===== src/rtl/hb_dt_pkg.sv =====
package hb_dt_pkg;
  typedef struct packed {
    logic lo;
    logic hi;
  } gate_pair_t;

  localparam int unsigned HALVES = 2;
  localparam int unsigned HALF_A = 0;
  localparam int unsigned HALF_B = 1;
endpackage


===== src/rtl/hb_period_track.sv =====
module hb_period_track #(
  parameter int unsigned CNT_W = 16,
  parameter int unsigned SMP_W = 16
) (
  input  logic             clk_i,
  input  logic             rst_ni,
  input  logic             tick_i,
  input  logic [CNT_W-1:0] cnt_i,
  input  logic [CNT_W-1:0] duty_i,
  input  logic [CNT_W-1:0] cycle_i,
  input  logic [SMP_W-1:0] sample_i,
  output logic             match_o,
  output logic             neg_o
);
  logic [CNT_W-1:0] edge_pt;
  logic             start;

  // falling edge or end of cycle, whichever comes first
  assign edge_pt = (cycle_i < duty_i) ? cycle_i : duty_i;
  assign match_o = tick_i && (cnt_i == edge_pt);
  assign start   = tick_i && (cnt_i == '0);

  always_ff @(posedge clk_i or negedge rst_ni) begin
    if (!rst_ni)    neg_o <= 1'b0;
    else if (start) neg_o <= sample_i[SMP_W-1];
  end
endmodule


===== src/rtl/hb_dt_counter.sv =====
module hb_dt_counter #(
  parameter int unsigned DT_W = 8
) (
  input  logic            clk_i,
  input  logic            rst_ni,
  input  logic            load_i,
  input  logic            tick_i,
  input  logic [DT_W-1:0] val_i,
  output logic [DT_W-1:0] cnt_o,
  output logic            active_o
);
  assign active_o = (cnt_o != '0);

  always_ff @(posedge clk_i or negedge rst_ni) begin
    if (!rst_ni)                 cnt_o <= '0;
    else if (load_i)             cnt_o <= val_i;
    else if (tick_i && active_o) cnt_o <= cnt_o - 1'b1;
  end
endmodule


===== src/rtl/hb_gate_mask.sv =====
module hb_gate_mask
  import hb_dt_pkg::*;
(
  input  logic       clk_i,
  input  logic       rst_ni,
  input  logic       active_i,
  input  logic       neg_i,
  input  gate_pair_t raw_i [HALVES],
  output gate_pair_t gate_o [HALVES]
);
  for (genvar h = 0; h < HALVES; h++) begin : g_half
    logic kill;
    // negative sample masks half A, otherwise half B
    assign kill = active_i && ((h == HALF_A) ? neg_i : !neg_i);

    always_ff @(posedge clk_i or negedge rst_ni) begin
      if (!rst_ni) gate_o[h] <= '0;
      else         gate_o[h] <= kill ? '0 : raw_i[h];
    end
  end
endmodule


===== src/rtl/hbridge_deadtime_mask.sv =====
module hbridge_deadtime_mask
  import hb_dt_pkg::*;
#(
  parameter int unsigned CNT_W = 16,
  parameter int unsigned SMP_W = 16,
  parameter int unsigned DT_W  = 8
) (
  input  logic             clk_i,
  input  logic             rst_ni,
  input  logic             tick_i,
  input  logic [CNT_W-1:0] cnt_i,
  input  logic [CNT_W-1:0] duty_i,
  input  logic [CNT_W-1:0] cycle_i,
  input  logic [SMP_W-1:0] sample_i,
  input  logic [DT_W-1:0]  dt_val_i,
  input  logic             a_lo_i,
  input  logic             a_hi_i,
  input  logic             b_lo_i,
  input  logic             b_hi_i,
  output logic             a_lo_o,
  output logic             a_hi_o,
  output logic             b_lo_o,
  output logic             b_hi_o
);
  logic            match;
  logic            neg_q;
  logic [DT_W-1:0] dt_cnt;
  logic            dt_active;
  gate_pair_t      raw  [HALVES];
  gate_pair_t      gate [HALVES];

  hb_period_track #(.CNT_W(CNT_W), .SMP_W(SMP_W)) u_track (
    .clk_i    (clk_i),
    .rst_ni   (rst_ni),
    .tick_i   (tick_i),
    .cnt_i    (cnt_i),
    .duty_i   (duty_i),
    .cycle_i  (cycle_i),
    .sample_i (sample_i),
    .match_o  (match),
    .neg_o    (neg_q)
  );

  hb_dt_counter #(.DT_W(DT_W)) u_dt (
    .clk_i    (clk_i),
    .rst_ni   (rst_ni),
    .load_i   (match),
    .tick_i   (tick_i),
    .val_i    (dt_val_i),
    .cnt_o    (dt_cnt),
    .active_o (dt_active)
  );

  assign raw[HALF_A] = '{lo: a_lo_i, hi: a_hi_i};
  assign raw[HALF_B] = '{lo: b_lo_i, hi: b_hi_i};

  hb_gate_mask u_mask (
    .clk_i    (clk_i),
    .rst_ni   (rst_ni),
    .active_i (dt_active),
    .neg_i    (neg_q),
    .raw_i    (raw),
    .gate_o   (gate)
  );

  assign a_lo_o = gate[HALF_A].lo;
  assign a_hi_o = gate[HALF_A].hi;
  assign b_lo_o = gate[HALF_B].lo;
  assign b_hi_o = gate[HALF_B].hi;
endmodule


===== config.mk =====
export PLATFORM = sky130hd
export DESIGN_NAME = hbridge_deadtime_mask
export DESIGN_NICKNAME = d
export VERILOG_FILES = /design/src/rtl/hb_dt_pkg.sv /design/src/rtl/hb_period_track.sv /design/src/rtl/hb_dt_counter.sv /design/src/rtl/hb_gate_mask.sv /design/src/rtl/hbridge_deadtime_mask.sv
export SDC_FILE = /design/constraint.sdc
export NUM_CORES = 1
export LEC_CHECK = 0
export BUFFER_PORTS_ARGS = -buffer_cell sky130_fd_sc_hd__buf_4
export CORE_MARGIN = 10
export CORE_UTILIZATION = 37
export CTS_CLUSTER_DIAMETER = 120
export DETAILED_ROUTE_END_ITERATION = 7
export PLACE_DENSITY = 0.74
export SLEW_MARGIN = 20
export SYNTH_ARGS = -nofsm -noshare
export SYNTH_HDL_FRONTEND = slang
export SYNTH_HIERARCHICAL = 1
export SYNTH_SLANG_ARGS = --single-unit

===== constraint.sdc =====
create_clock -name clk_i -period 1.78 [get_ports clk_i]
set_input_delay 0.267 -clock clk_i [delete_from_list [all_inputs] [get_ports clk_i]]
set_output_delay 0.267 -clock clk_i [all_outputs]
set_load 0.01 [all_outputs]

# Word level (Yosys, flattened, before mapping)
# Cells that the tools add are included.
# totals
regBits	13
inputBits	79
output_inout_bits	4
wordCells	23
# op_classes
addsub	1
order_cmp	1
eq_ne	1
n_mux	5
n_reduce_logical	9
# op_table
operator	n
16-bit == test	1
16-bit zero test	1
16-bit < comparator	1
16-bit 2-to-1 mux	1
8-bit 2-to-1 mux	2
8-bit nonzero test	1
8-bit by 1-bit subtractor with 8-bit output, second input constant	1
1-bit logical AND	5
2-bit 2-to-1 mux	2
2-bit nonzero test	1
1-bit zero test	1

# Longest topological paths before layout
# logic_depth
word_depth	5
ltp_mapped	16
depth_no_buf	13

# Modules after synthesis
# The synthesis kept the hierarchy.
# modules_own_cells
mod	instances	cells_each	area_per_inst_um2	seq_area_each_um2
hb_period_track	1	113	903.4	25.0
hb_dt_counter	1	64	566.8	200.2
hb_gate_mask	1	9	133.9	100.1

# Worst setup path after synthesis
# OpenSTA, ideal clock, no wires.
# synth_path
path_kind	input -> register
startpoint	input duty_i[6]
endpoint	register u_dt.cnt_o[0]
setup_ns	0.130
t_arrival_ns	3.096
t_required_ns	1.650
setup_slack_ns	-1.446
stages	15
path_buffers	3
path_cell_list	inv_1 -> ha_1 -> nand4_1 -> o311a_1 -> o21ai_2 -> buf_6 -> mux2i_1 -> xor2_1 -> nand3_1 -> a2111oi_2 -> clkbuf_1 -> buf_1 -> nor2_1 -> o211ai_1 -> nand3_1
# synth_between
elab_chain_cells	5
elab_cells_between_ends	6
classes_between	1 x order compare; 1 x eq/ne; 2 x mux; 2 x reduce/logical
# synth_rtl
item	line_no	source
start, declared	hbridge_deadtime_mask.sv:12	input logic [CNT_W-1:0] duty_i,
16-bit < comparator	hb_period_track.sv:19	assign edge_pt = (cycle_i < duty_i) ? cycle_i : duty_i;
16-bit 2-to-1 mux *	hb_period_track.sv:19	
16-bit == test *	hb_period_track.sv:20	assign match_o = tick_i && (cnt_i == edge_pt);
1-bit logical AND *	hb_period_track.sv:20	
named net match	hbridge_deadtime_mask.sv:25	logic match;
8-bit 2-to-1 mux / 2-bit nonzero test (equally long branches)	--	
end signal, assigned	hb_dt_counter.sv:16	else if (load_i) cnt_o <= val_i;
end signal, assigned	hb_dt_counter.sv:17	else if (tick_i && active_o) cnt_o <= cnt_o - 1'b1;
end, declared	hb_dt_counter.sv:9	output logic [DT_W-1:0] cnt_o,
# Mark *: on every way through the listed nets, which the timed path passes. The rest lies on a longest branch.
# A chain may end at the register's enable or synchronous reset.

# Worst setup path after layout
# layout_path
startpoint	input duty_i[13]
endpoint	register u_dt.cnt_o[0]
# Same word-level chain as after synthesis.

==> flow_summary.json <==
{
  "cp_max_fo": 8,
  "setup_viol": 8,
  "multiInputGateArea_um2": 1300,
  "ys_seq_elements": 13,
  "fill_cells": 298,
  "status": "complete, but fails checks",
  "timing.rr.start": "u_dt/cnt_o[1]$_DFFE_PN0P_",
  "rr_worst_depth": 5,
  "row_count": 23,
  "crit_end": "u_dt/cnt_o[0]$_DFFE_PN0P_",
  "postRouteAntennaNets": 0,
  "synth.distinct_cells": 54,
  "core-area_um2": 4090,
  "synth_compound_area_share_pct": 22.9,
  "die_area_um2": 7370,
  "fin_crit_ns": 2.88,
  "cap_violations": 0,
  "cts.htree.levels": 1,
  "wirelength_mm": 6.18,
  "violations": "setup timing",
  "first_global_vias": 2151,
  "drcViolationCount": 0,
  "die_h_um": 85.8,
  "timing.final.crit_share_pct": 162,
  "powerDensity_nw_per_um2": 635,
  "clock.fmax_mhz": 347,
  "syn_nets": 281,
  "cts_tree": "yes",
  "synth_simple_gate_area_share_pct": 20.4,
  "dr_total_vias": 2031,
  "io_pins": 83,
  "synth.most_common_cell": "inv_1",
  "power_leakage_nw": 1.42,
  "overflow": 0,
  "grtUsageTotal_pct": 15.8,
  "grt_antenna_before_repair": 0,
  "synthMuxAreaShare_pct": 8.89,
  "crit_start": "duty_i[13]",
  "io_buffers": 67,
  "worst-endpoint-required_ns": 1.96,
  "async_flop_share_pct": 100,
  "grt_pass1_wl_mm": 9.83,
  "cp-start-kind": "primary input",
  "grt_max_degree": 14,
  "ff2ff_setup_slack_ns": -0.01,
  "yosysTopAreaCellShare_pct": 20.3,
  "synth.largest_area_cell": "dfrtp_1",
  "synth_area_leaders": "dfrtp_1 (20%), ha_1 (12%), mux2i_1 (7.5%)",
  "syn_avg_cell_area_um2": 8.62,
  "clkTransAtPathRegs_ns": 0.06,
  "arrival_ns": 3.06,
  "r2r_end": "u_dt/cnt_o[0]$_DFFE_PN0P_",
  "worst_pin_slew_ns": 0.397,
  "ys_warn_count": 6,
  "cts.path.max_buffers": 2,
  "ys_top_cells_by_count": "inv_1 (27), ha_1 (16), dfrtp_1 (13)",
  "crit_type": "primary input to flip-flop",
  "netlist_area_um2": 1600,
  "syn_to_final_growth_pct": 81.6,
  "nets": 415,
  "slew-limit-headroom_pct": 72.9,
  "synth-xor-area-share_pct": 6.55,
  "synth_top_family_by_area": "compound AO/OA/AOI/OAI gates",
  "clockRootBuffer": "clkbuf_8",
  "dpl.hpwl_mm": 4.82,
  "postLayoutCoreUtil_pct": 71.3,
  "hold_path.class": "primary input to flip-flop",
  "hold_violations": 0,
  "firstDrtPassIters": 4,
  "numCtsBuffers": 3,
  "fp.dieW_um": 85.8,
  "gp_congestion": 0.870,
  "regArea_um2": 325,
  "fin_ws_ns": -1.10,
  "ir_drop_mv": 0.313,
  "wl_per_cell_um": 16.8,
  "synth_adder_area_share_pct": 12.5,
  "initial_core_util_pct": 39.3,
  "numClockSinks": 13,
  "synth-edff-count": 0,
  "clkLatencyLatePin_ns": 0.24,
  "synth_seq_area_share_pct": 20.3,
  "synthCells": 186,
  "skew_ns": 0.00130,
  "rsz0062_at_grt": "yes",
  "first_iter_violations": 130,
  "avgViaCountPerCell": 5.50,
  "dp_worst_setup_slack_ns": -1.48,
  "drive_gt1_share_pct": 54.2,
  "endpoint_kind": "flip-flop",
  "ys.flop_type": "dfrtp_1",
  "n_antenna_cell": 0,
  "drv_slew": 0
}
[critical path, cell delays in order]
cell and delay, ns:
buf_6 0.10, inv_4 0.05, ha_4 0.19, a21o_1 0.15, a21o_1 0.16, a221oi_2 0.32, o21ai_2 0.15, buf_6 0.16
buf_4 0.14, mux2i_1 0.11, o22ai_1 0.24, a2111oi_4 0.09, buf_4 0.16, buf_8 0.13, or4_4 0.52, nand3_1 0.10
[stage by stage]
| stage | area [um^2] | setup TNS (ns) | hold slack, ns | power [mW] | instances |
|---|---|---|---|---|---|
| CTS | 2870 | -8.35 | 0.223 | 1.78 | 367 |
| global placement | 2630 | -10.83 | 0.121 | 1.42 | 357 |
| floorplan | 1650 | -8.77 | -0.0286 | 0.994 | 186 |
| global route | 2910 | -9.22 | 0.222 | 1.96 | 369 |
| detailed placement | 2630 | -11.40 | 0.123 | 1.44 | 357 |
| finish | 2910 | -8.35 | 0.232 | 1.85 | 369 |
[layout by cell type (no fill, tap or decap), types with 3 or more instances in the layout]
cell / instances
buf_4: 119
inv_1: 19
dfrtp_1: 13
buf_6: 11
mux2i_1: 9
nand2_1: 8
ha_1: 8
xnor2_1: 8
ha_4: 8
nor2_1: 6
nand4_1: 6
a21oi_1: 5
inv_2: 5
o22ai_1: 5
nor4_1: 5
o211ai_1: 4
nand3_1: 4
xor2_1: 4
clkbuf_8: 3
o21ai_0: 3
a21boi_0: 3
nand2b_1: 3
a21o_1: 3
mux2i_2: 3
[cell families (layout without fill, tap and decap cells)]
kind of cell | after synthesis | in the layout
adders and majority gates | 16 | 16
buffers and inverters | 32 | 165
AOI/OAI and AO/OA | 46 | 46
and+or+nand+nor | 53 | 53
muxes | 14 | 14
DFF | 13 | 13
xor gates and xnor gates | 12 | 12
[power by group]
part           internal [mW]  leakage, nW  switching [mW]
sequential             0.386        0.164          0.0871
clock                  0.155       0.0255           0.109
combinational          0.593         1.23           0.519
total                   1.13         1.42           0.715
[registers in the layout, indices dropped and copies added (netlist names)]
| register | cells |
|---|---|
| u_dt/cnt_o | 8 |
| u_mask/gate_o | 4 |
| u_track/neg_o | 1 |
[final cells by class]
class                      count  area share (%)
clock buffer                   3            1.42
clock inverter                 1           0.172
inverter                      27            3.91
multi-input combinational    141            44.7
sequential                    13            11.2
tap                           50            2.15
timing repair buffer         134            36.5
[metal layers]
metal	share of wire (%)	GRT usage (%)
met2	48	28.3
met1	40	17.3
met4	2.8	6.59
met3	8.6	3.97
met5	0	0
[worst min path at each step]
| stage | from | end | slack [ns] | cells past startpoint |
|---|---|---|---|---|
| 2_1_floorplan | rst_ni | u_dt/cnt_o[0]$_DFFE_PN0P_ | -0.03 | 0 |
| 3_3_place_gp | rst_ni | u_dt/cnt_o[6]$_DFFE_PN0P_ | 0.12 | 1 |
| 3_5_place_dp | rst_ni | u_mask/gate_o[1]$_DFF_PN0_ | 0.12 | 1 |
| 4_1_cts | b_hi_i | u_mask/gate_o[0]$_DFF_PN0_ | 0.22 | 2 |
| 5_1_grt | b_hi_i | u_mask/gate_o[0]$_DFF_PN0_ | 0.22 | 2 |
| 6_report | b_hi_i | u_mask/gate_o[0]$_DFF_PN0_ | 0.23 | 2 |
[what timing repair did]
item | CTS | global route
pin swaps | 16 | 9
hold buffers | 1 | 0
setup endpoints to repair | 8 | 8
hold endpoints to repair | 13 | 0
resized for setup | 34 | 8
setup buffers | 4 | 2
gates cloned | 1 | 0
(Power assumes the default switching activity.)
